### config.mk
export PLATFORM = sky130hd
export DESIGN_NAME = tone_steer_validator
export DESIGN_NICKNAME = d
export VERILOG_FILES = /design/src/rtl/steer_pkg.sv /design/src/rtl/guard_timer.sv /design/src/rtl/steer_core.sv /design/src/rtl/settle_delay.sv /design/src/rtl/tone_steer_validator.sv
export SDC_FILE = /design/constraint.sdc
export NUM_CORES = 1
export LEC_CHECK = 0
export BUFFER_PORTS_ARGS = -buffer_cell sky130_fd_sc_hd__buf_2
export CAP_MARGIN = 20
export CORE_MARGIN = 5
export CORE_UTILIZATION = 50
export CTS_CLUSTER_SIZE = 25
export DETAILED_ROUTE_END_ITERATION = 10
export GPL_TIMING_DRIVEN = 0
export PLACE_DENSITY_LB_ADDON = 0.08
export SLEW_MARGIN = 5
export SYNTH_ARGS = -nofsm -noshare
export SYNTH_HDL_FRONTEND = slang
export SYNTH_SLANG_ARGS = --single-unit
export TNS_END_PERCENT = 50
### constraint.sdc
create_clock -name clk -period 3.31 [get_ports clk]
set_clock_uncertainty 0.15 [all_clocks]
set_input_delay 0.662 -clock clk [delete_from_list [all_inputs] [get_ports clk]]
set_output_delay 0.662 -clock clk [all_outputs]
set_load 0.03 [all_outputs]
### src/rtl/steer_pkg.sv
// Package: shared types for the tone-pair steering validator.
// Assumes nothing beyond a single clock domain.
package steer_pkg;

    // Confirmed-state encoding of the steering core.
    typedef enum logic {
        ST_ABSENT  = 1'b0,
        ST_PRESENT = 1'b1
    } steer_state_e;

endpackage

### src/rtl/guard_timer.sv
// guard_timer: counts consecutive cycles in which `run` is high and
// flags `expire` combinationally on the cycle whose edge completes the
// guard. A guard of 0 acts as 1. Dropping `run` clears the count.
// Assumes the guard value may change at any time; a guard lowered below
// the current count expires at once.
module guard_timer #(
    parameter int CNT_W = 16
) (
    input  logic             clk,
    input  logic             rst_n,
    input  logic             run,
    input  logic [CNT_W-1:0] guard,
    output logic             expire
);
    logic [CNT_W-1:0] cnt_q;
    logic [CNT_W:0]   cnt_inc;
    logic [CNT_W-1:0] guard_eff;

    // Effective guard and completion test for this sample.
    always_comb begin
        guard_eff = (guard == '0) ? CNT_W'(1) : guard;
        cnt_inc   = {1'b0, cnt_q} + (CNT_W+1)'(1);
        expire    = run && (cnt_inc >= {1'b0, guard_eff});
    end

    // Consecutive-sample counter, restarted on interruption or expiry.
    always_ff @(posedge clk) begin
        if (!rst_n) begin
            cnt_q <= '0;
        end else if (!run || expire) begin
            cnt_q <= '0;
        end else begin
            cnt_q <= cnt_inc[CNT_W-1:0];
        end
    end
endmodule

### src/rtl/steer_core.sv
// steer_core: hysteretic confirmed-state machine with two guard timers.
// The presence timer runs only in the absent state; the absence timer runs
// only in the confirmed state. The code latch loads at the edge that
// confirms presence. Assumes pair_present is already synchronous to clk.
module steer_core
    import steer_pkg::*;
#(
    parameter int CODE_W = 4,
    parameter int CNT_W  = 16
) (
    input  logic              clk,
    input  logic              rst_n,
    input  logic              pair_present,
    input  logic [CODE_W-1:0] pair_code,
    input  logic [CNT_W-1:0]  present_guard,
    input  logic [CNT_W-1:0]  absent_guard,
    output steer_state_e      state_q,
    output logic [CODE_W-1:0] code_q
);
    logic run_present;
    logic run_absent;
    logic present_done;
    logic absent_done;

    // Timer enables: each counts the condition that would leave the state.
    always_comb begin
        run_present = pair_present  && (state_q == ST_ABSENT);
        run_absent  = !pair_present && (state_q == ST_PRESENT);
    end

    guard_timer #(.CNT_W(CNT_W)) present_tmr_i (
        .clk    (clk),
        .rst_n  (rst_n),
        .run    (run_present),
        .guard  (present_guard),
        .expire (present_done)
    );

    guard_timer #(.CNT_W(CNT_W)) absent_tmr_i (
        .clk    (clk),
        .rst_n  (rst_n),
        .run    (run_absent),
        .guard  (absent_guard),
        .expire (absent_done)
    );

    // Confirmed-state register.
    always_ff @(posedge clk) begin
        if (!rst_n) begin
            state_q <= ST_ABSENT;
        end else if (present_done) begin
            state_q <= ST_PRESENT;
        end else if (absent_done) begin
            state_q <= ST_ABSENT;
        end
    end

    // Receive code latch, loaded only on confirmation of presence.
    always_ff @(posedge clk) begin
        if (!rst_n) begin
            code_q <= '0;
        end else if (present_done) begin
            code_q <= pair_code;
        end
    end
endmodule

### src/rtl/settle_delay.sv
// settle_delay: delays the confirmed state by STAGES cycles to form the
// active-low steering flag, and derives a one-cycle pulse on the first
// cycle the delayed flag asserts. Assumes STAGES >= 1.
module settle_delay #(
    parameter int STAGES = 3
) (
    input  logic clk,
    input  logic rst_n,
    input  logic valid_in,
    output logic steer_n,
    output logic new_pulse
);
    logic [STAGES-1:0] stage_q;
    logic              hold_q;

    generate
        if (STAGES == 1) begin : g_single
            // One-stage delay of the confirmed state.
            always_ff @(posedge clk) begin
                if (!rst_n) stage_q <= '0;
                else        stage_q <= valid_in;
            end
        end else begin : g_chain
            // Multi-stage shift of the confirmed state.
            always_ff @(posedge clk) begin
                if (!rst_n) stage_q <= '0;
                else        stage_q <= {stage_q[STAGES-2:0], valid_in};
            end
        end
    endgenerate

    // Previous value of the delayed state, for edge detection.
    always_ff @(posedge clk) begin
        if (!rst_n) hold_q <= 1'b0;
        else        hold_q <= stage_q[STAGES-1];
    end

    // Outputs of the delay line.
    always_comb begin
        steer_n   = !stage_q[STAGES-1];
        new_pulse = stage_q[STAGES-1] && !hold_q;
    end
endmodule

### src/rtl/tone_steer_validator.sv
// tone_steer_validator: guard-time steering for a tone-pair receiver.
// Confirms presence and absence of a raw pair flag with two cycle-count
// guards, latches the code on confirmation and, SETTLE_CYC cycles later,
// drives the active-low steering flag and a one-cycle new-data pulse.
// Assumes inputs are synchronous to clk; guards are in clock cycles.
module tone_steer_validator
    import steer_pkg::*;
#(
    parameter int CODE_W     = 4,
    parameter int CNT_W      = 16,
    parameter int SETTLE_CYC = 3
) (
    input  logic              clk,
    input  logic              rst_n,
    input  logic              pair_present,
    input  logic [CODE_W-1:0] pair_code,
    input  logic [CNT_W-1:0]  present_guard,
    input  logic [CNT_W-1:0]  absent_guard,
    output logic [CODE_W-1:0] rx_code,
    output logic              steer_n,
    output logic              rx_new
);
    localparam int STAGES = (SETTLE_CYC < 1) ? 1 : SETTLE_CYC;

    steer_state_e core_state;
    logic         tone_held;

    steer_core #(.CODE_W(CODE_W), .CNT_W(CNT_W)) core_i (
        .clk           (clk),
        .rst_n         (rst_n),
        .pair_present  (pair_present),
        .pair_code     (pair_code),
        .present_guard (present_guard),
        .absent_guard  (absent_guard),
        .state_q       (core_state),
        .code_q        (rx_code)
    );

    // Confirmed-state bit fed to the settle delay.
    always_comb tone_held = (core_state == ST_PRESENT);

    settle_delay #(.STAGES(STAGES)) settle_i (
        .clk       (clk),
        .rst_n     (rst_n),
        .valid_in  (tone_held),
        .steer_n   (steer_n),
        .new_pulse (rx_new)
    );
endmodule


==> impl_results.md, run 1 <==
- Status: complete, no violations
- Antenna viol nets, final: 0
- Synth cell types: 34
- CP required: 3.39 ns
- Least-Margin Pin Slew: 0.357 ns
- Clk sinks: 41
- Syn nets: 377
- Via count: 2230
- Worst slew margin: 0.760
- Leak pwr: 1.56 nW
- Global Route Usage Sum: 0.182
- Register-to-Register Path Depth: 12
- F_max: 0.317 GHz
- Max Cap Viol: 0
- GR Overflow Total: 0
- Finished Cell Area: 3170 um2
- VDD IR max: 244 uV
- # rows: 26
- CTS buffer count: 5
- Worst hold path type: flip-flop to flip-flop
- Synth area leader: dfxtp_1
- Commonest non-fill, non-tap cell in the layout: buf_2
- Crit path DAT: 3.23 ns
- Critical path, cell by cell: and4_4, and4_2, nand3_1, xnor2_2, ha_1, nand4_1, nor4_1, a211o_1, a221oi_2, nand4_1, clkbuf_4, and2b_1
- Clk_lat worst skew: 0.29 ns
- Core Area: 5070 um2
- Post-layout nets: 434
- Crit path launch: core_i.present_tmr_i.cnt_q[8]$_SDFF_PP0_
- Avg Cell Area, Syn: 8.52 um2
- CTS Buffer Depth: 2
- Synth Cell Area: 2590 um2
- Largest net degree at the start of global routing: 12
- Drt first pass iters: 4
- Die area: 6720 um2
- Crit path max-delay cell type: dfxtp_1
- DRC viols: 0
- Design Power: 0.874 mW
- Worst-path maximum fanout: 10
- DP Wirelength: 4510 um
- Number of DRC markers in iteration 0: 81
- Die Wd: 82.0 um
- Final period util: 0.953
- Hold-fix buffers, CTS: 0
- Vias in the first global route: 2177
- Layout cells sized above 1: 0.281
- Starting Density: 0.510
- R2r endpoint: core_i.present_tmr_i.cnt_q[3]$_SDFF_PP0_
- Largest stage delay, worst path: 0.38 ns
- Final WL: 5660 um
- Most frequent cells in the layout: buf_2 (44), inv_1 (39), ha_1 (32)
- Cell mode on critical path: nand4_1
- Vias per inst: 5.19
- Placed Instance Area: 2900 um2
- Die Ht: 82.0 um
- N_diodes: 0
- Crit path to: core_i.present_tmr_i.cnt_q[3]$_SDFF_PP0_
- Clk root buf: clkbuf_8
- TritonCTS clock tree: built
- Avg WL per Cell: 13.2 um
- Ranking of synthesized cells by area: dfxtp_1 (32%), ha_1 (16%), xnor2_1 (6.4%), inv_1 (5.7%), nand3_1 (3.5%)
- Cells after Synth: 304
- Power density over cell area: 276 nW/um2
- Synth top area share: 0.317
- Port bufs: 44
- Syn-to-layout area delta: 22.5%
- Worst Setup Start Kind: flip-flop
- GP Congestion: 0.835
- Period minus WS final: 3.16 ns
- H-tree depth: 2
- Antenna violations before repair: 0
- Clock transition at the registers of the reported paths: 0.08 ns
- Synthesis-stage register bit count: 41
- Finish-stage setup viols: 0
- R2R Setup Slk: 0.15 ns
- Sequential area share after synthesis: 0.317
- Critical path class: flip-flop to flip-flop
- First-pass GRT wire length: 9580 um
- Final-report hold violation count: 0
- Syn. warnings: 0
- Fin. max-slew vios: 0
- I/O pins: 45
- Critical Path End Type: flip-flop
- Worst flop-to-flop path startpoint: core_i.present_tmr_i.cnt_q[8]$_SDFF_PP0_
==> report_power, final <==
group | switching, mW | internal (mW) | total, mW
combinational | 0.0425 | 0.0392 | 0.0816
clock | 0.161 | 0.139 | 0.300
sequential | 0.00157 | 0.491 | 0.492
==> stage by stage <==
step | setup TNS [ns] | hold slack, ns | util | worst slack (ns) | std cells
finish | 0 | 0.304 | 0.625 | 0.154 | 430
global route | -0.0614 | 0.320 | 0.625 | -0.0244 | 430
CTS | 0 | 0.305 | 0.593 | 0.00458 | 425
detailed placement | -5.29 | 0.275 | 0.571 | -0.427 | 418
global placement | -4.17 | 0.282 | 0.571 | -0.397 | 418
floorplan | 0 | 0.262 | - | 0.254 | 304
==> kinds of logic after synthesis <==
| logic type | synth area share |
|---|---|
| AND/OR/NAND/NOR | 0.275 |
| buffers and inverters | 0.0657 |
| flip-flops | 0.317 |
| adder cells (fa/ha/maj) | 0.164 |
| XOR/XNOR | 0.0947 |
| AO/OA/AOI/OAI | 0.0681 |
| multiplexers | 0.0155 |
==> flip-flops by register name, indices dropped and copies added, names as in the netlist <==
register / cells
core_i.present_tmr_i.cnt_q: 16
settle_i.stage_q: 3
core_i.absent_tmr_i.cnt_q: 16
settle_i.hold_q: 1
core_i.code_q: 4
core_i.state_q: 1
==> synthesized netlist by cell type (all sizes together) <==
master and instances:
nor4 8, and4 3, buf 2, and2b 7
a21oi 10, and3 7, o211ai 1, o22ai 1
ha 34, inv 39, nand3 18, nor3 7
and2 5, xnor2 19, nand4 10, nor2 17
o31a 2, mux2i 4, a211o 1, a211oi 1
a221oi 1, clkbuf 2, nor2b 21, a311o 1
dfxtp 41, nand2 20, xor2 9, a41o 2
nand2b 2, or3 1, o21ai 7, or4 1
==> worst min-delay path by stage <==
stage,start,cells after the start,end
finish,settle_i.stage_q[1]$_SDFF_PN0_,1,settle_i.stage_q[2]$_SDFF_PN0_
global route,settle_i.stage_q[1]$_SDFF_PN0_,1,settle_i.stage_q[2]$_SDFF_PN0_
CTS,settle_i.stage_q[1]$_SDFF_PN0_,1,settle_i.stage_q[2]$_SDFF_PN0_
detailed placement,settle_i.stage_q[1]$_SDFF_PN0_,1,settle_i.stage_q[2]$_SDFF_PN0_
global placement,settle_i.stage_q[0]$_SDFF_PN0_,1,settle_i.stage_q[1]$_SDFF_PN0_
floorplan,settle_i.stage_q[0]$_SDFF_PN0_,1,settle_i.stage_q[1]$_SDFF_PN0_
==> routing by layer <==
metal	GRT usage	wire length (um)	part of all wire
met1	0.258	2790	0.49
met2	0.283	2630	0.46
met3	0.0373	209	0.037
met4	0.0365	29	0.0051
met5	0	0	0
==> what timing repair did <==
action                                  4_1_cts  5_1_grt
endpoints found under the setup margin       31       37
hold endpoints to repair                      0        0
pin swaps                                     1        9
gates resized for setup                       9       38
setup buffers                                 1        5
==> area by class of cell <==
class | count | area (um2)
buffer | 4 | 38.8
clock buffer | 5 | 68.8
clock inverter | 1 | 5.00
fill | 480 | 1900
inverter | 39 | 146
multi-input combinational | 220 | 1710
sequential | 41 | 846
tap | 70 | 87.6
timing repair buffer | 50 | 265
==> worst max-delay path: cells and delay by family (launching register included) <==
kind,cells,cell delay [ns]
AND/OR/NAND/NOR,7,1.27
buffers and inverters,1,0.23
AO/OA/AOI/OAI,2,0.57
XOR/XNOR,1,0.17
adder cells (fa/ha/maj),1,0.33
flip-flops,1,0.38
(Power assumes the default switching activity.)
==> run 2, diff against run 1 <==
HOLD_SLACK_MARGIN = 0.02   (was unset)
MAX_ROUTING_LAYER = met4   (was unset)
==> run 2 against run 1 <==
Cell count unchanged. Utilization unchanged. Combinational power about the same. Sequential share of layout area unchanged. Wire length decreased by 0.19%. Non-clock buffer count unchanged. Cell area unchanged. First-iteration DRC count decreased by 1.2%. Die area unchanged. Clock power about the same.
==> impl_results.md, run 2 (same netlist as run 1, synthesis figures left out) <==
- CP required: 3.38 ns (about the same)
- Clk_lat worst skew: 0.29 ns (about the same)
- Fin Setup TNS: 0 ns (unchanged)
- N_diodes: 0 (unchanged)
- CTS buffer count: 5 (unchanged)
- Number of DRC markers in iteration 0: 80 (-1.2%)
- Worst hold path type: flip-flop to flip-flop
- Finish-stage setup viols: 0 (unchanged)
- H-tree depth: 2 (unchanged)
- Power density over cell area: 275 nW/um2 (-0.12%)
- Clk sinks: 41 (unchanged)
- DP Wirelength: 4510 um (unchanged)
- Status: complete, no violations
- Vias in the first global route: 2185 (+0.37%)
- Fin. max-slew vios: 0 (unchanged)
- Port bufs: 44 (unchanged)
- Clk root buf: clkbuf_8
- Worst Setup Start Kind: flip-flop
- Critical path, cell by cell: and4_4, and4_2, nand3_1, xnor2_2, ha_1, nand4_1, nor4_1, a211o_1, a221oi_2, nand4_1, clkbuf_4, and2b_1
- Worst slew margin: 0.760 (unchanged)
- Commonest non-fill, non-tap cell in the layout: buf_2
- Largest stage delay, worst path: 0.37 ns (about the same)
- Max Cap Viol: 0 (unchanged)
- Crit path DAT: 3.22 ns (about the same)
- Placed Instances: 418 (unchanged)
- Most frequent cells in the layout: buf_2 (44), inv_1 (39), ha_1 (32)
- Drt first pass iters: 4 (unchanged)
- Pint: 0.669 mW (about the same)
- Worst flop-to-flop path startpoint: core_i.present_tmr_i.cnt_q[8]$_SDFF_PP0_
- Die Wd: 82.0 um (unchanged)
- Starting Density: 0.510 (unchanged)
- Syn-to-layout area delta: 22.5% (unchanged)
- Net Sw Frac: 0.234 (-0.000966)
- Cell mode on critical path: nand4_1
- Smallest hold slack: 0.302 ns (-0.00189 ns)
- Min-delay src: settle_i.stage_q[1]$_SDFF_PN0_
- Comb pwr share: 0.094 (about the same)
- Clock transition at the registers of the reported paths: 0.08 ns (about the same)
- Least-Margin Pin Slew: 0.357 ns (unchanged)
- Crit path launch: core_i.present_tmr_i.cnt_q[8]$_SDFF_PP0_
- Leak pwr: 1.56 nW (unchanged)
- Final period util: 0.951 (-0.00216)
- Avg WL per Cell: 13.1 um (-0.19%)
- PnR worst setup slack: 0.161 ns (+0.00715 ns)
- VDD IR max: 243 uV (-0.39%)
- Antenna viol nets, final: 0 (unchanged)
- Worst-path maximum fanout: 10 (unchanged)
- CTS Buffer Depth: 2 (unchanged)
- I/O pins: 45 (unchanged)
- GP Congestion: 0.848 (+1.5%)
- Sequential share of power: 0.564 (about the same)
- GR Overflow Total: 0 (unchanged)
- Global Route Usage Sum: 0.186 (+0.00488)
- TritonCTS clock tree: built
- First-pass GRT wire length: 9560 um (-0.15%)
- Vias per inst: 5.18 (-0.13%)
- Final-report hold violation count: 0 (unchanged)
- Core Area: 5070 um2 (unchanged)
- Antenna violations before repair: 0 (unchanged)
- Biggest regs: core_i.absent_tmr_i.cnt_q (16), core_i.present_tmr_i.cnt_q (16), core_i.code_q (4)
- Largest net degree at the start of global routing: 12 (unchanged)
- Finished Cell Area: 3170 um2 (unchanged)
- Post-layout nets: 434 (unchanged)
- # rows: 26 (unchanged)
- Via count: 2227 (-0.13%)
- Layout cells sized above 1: 0.281 (unchanged)
- Die Ht: 82.0 um (unchanged)
- Design Power: 0.873 mW (-0.12%)
- DRC viols: 0 (unchanged)
- Crit path max-delay cell type: dfxtp_1
- Period minus WS final: 3.15 ns (-0.00716 ns)
- F_max: 0.318 GHz (+0.23%)
- Setup WS pre-CTS: -0.427 ns (unchanged)
- Core Util, Final: 0.625 (unchanged)
- Placed Instance Area: 2900 um2 (unchanged)
- NetSw: 0.204 mW (-0.53%)
- Final Non-Filler Cells: 430 (unchanged)
- Critical Path End Type: flip-flop
- Die area: 6720 um2 (unchanged)
- Final WL: 5650 um (-0.19%)
- Critical path class: flip-flop to flip-flop
- Clk network pwr share: 0.342 (about the same)
[run 2: cell counts in the layout (fill, tap and decap cells not counted)]
Identical to the previous run, type by type.
[run 2: what timing repair did]
action,4_1_cts,5_1_grt
buffers inserted,1,5
gates resized for setup,9,38
endpoints found under the hold margin,0,0
setup endpoints to repair,31,37
hold buffers,0,0
pin swaps,1,9
[run 2: worst paths after layout]
kind	slack, ns	cells past startpoint	to
setup / recovery	0.16	12	core_i.present_tmr_i.cnt_q[3]$_SDFF_PP0_
hold / removal	0.30	1	settle_i.stage_q[2]$_SDFF_PN0_
setup reg to reg	0.16	12	core_i.present_tmr_i.cnt_q[3]$_SDFF_PP0_
hold reg to reg	0.30	1	settle_i.stage_q[2]$_SDFF_PN0_
[run 2: power by group through the flow]
stage	clock, mW	combinational (mW)	sequential, mW
after floorplan	0	0.0398	0.507
after global placement	0	0.0762	0.507
after detailed placement	0	0.0779	0.507
after CTS	0.311	0.0804	0.495
after global routing	0.332	0.0956	0.493
final	0.299	0.0816	0.493
[run 2: final cells by class]
type	count	area, um2
Fill cell	480	1900
Clock inverter	1	5.00
Inverter	39	146
Clock buffer	5	68.8
Multi-Input combinational cell	220	1710
Sequential cell	41	846
Tap cell	70	87.6
Timing Repair Buffer	50	265
Buffer	4	38.8
[run 2: worst max-delay path: cells and delay by family (launching register included)]
family,cells,cell delay (ns)
buffers and inverters,1,0.23
XOR/XNOR,1,0.16
AO/OA/AOI/OAI,2,0.57
AND/OR/NAND/NOR,7,1.26
adder cells (fa/ha/maj),1,0.33
flip-flops,1,0.37
[run 2: routing by layer]
layer | routed length [um] | up-vias | track usage
li1 | - | 1153 | -
met3 | 228 | 4 | 0.0362
met1 | 2780 | 1037 | 0.256
met4 | 29 | 0 | 0.0365
met5 | 0 | - | -
met2 | 2610 | 33 | 0.285
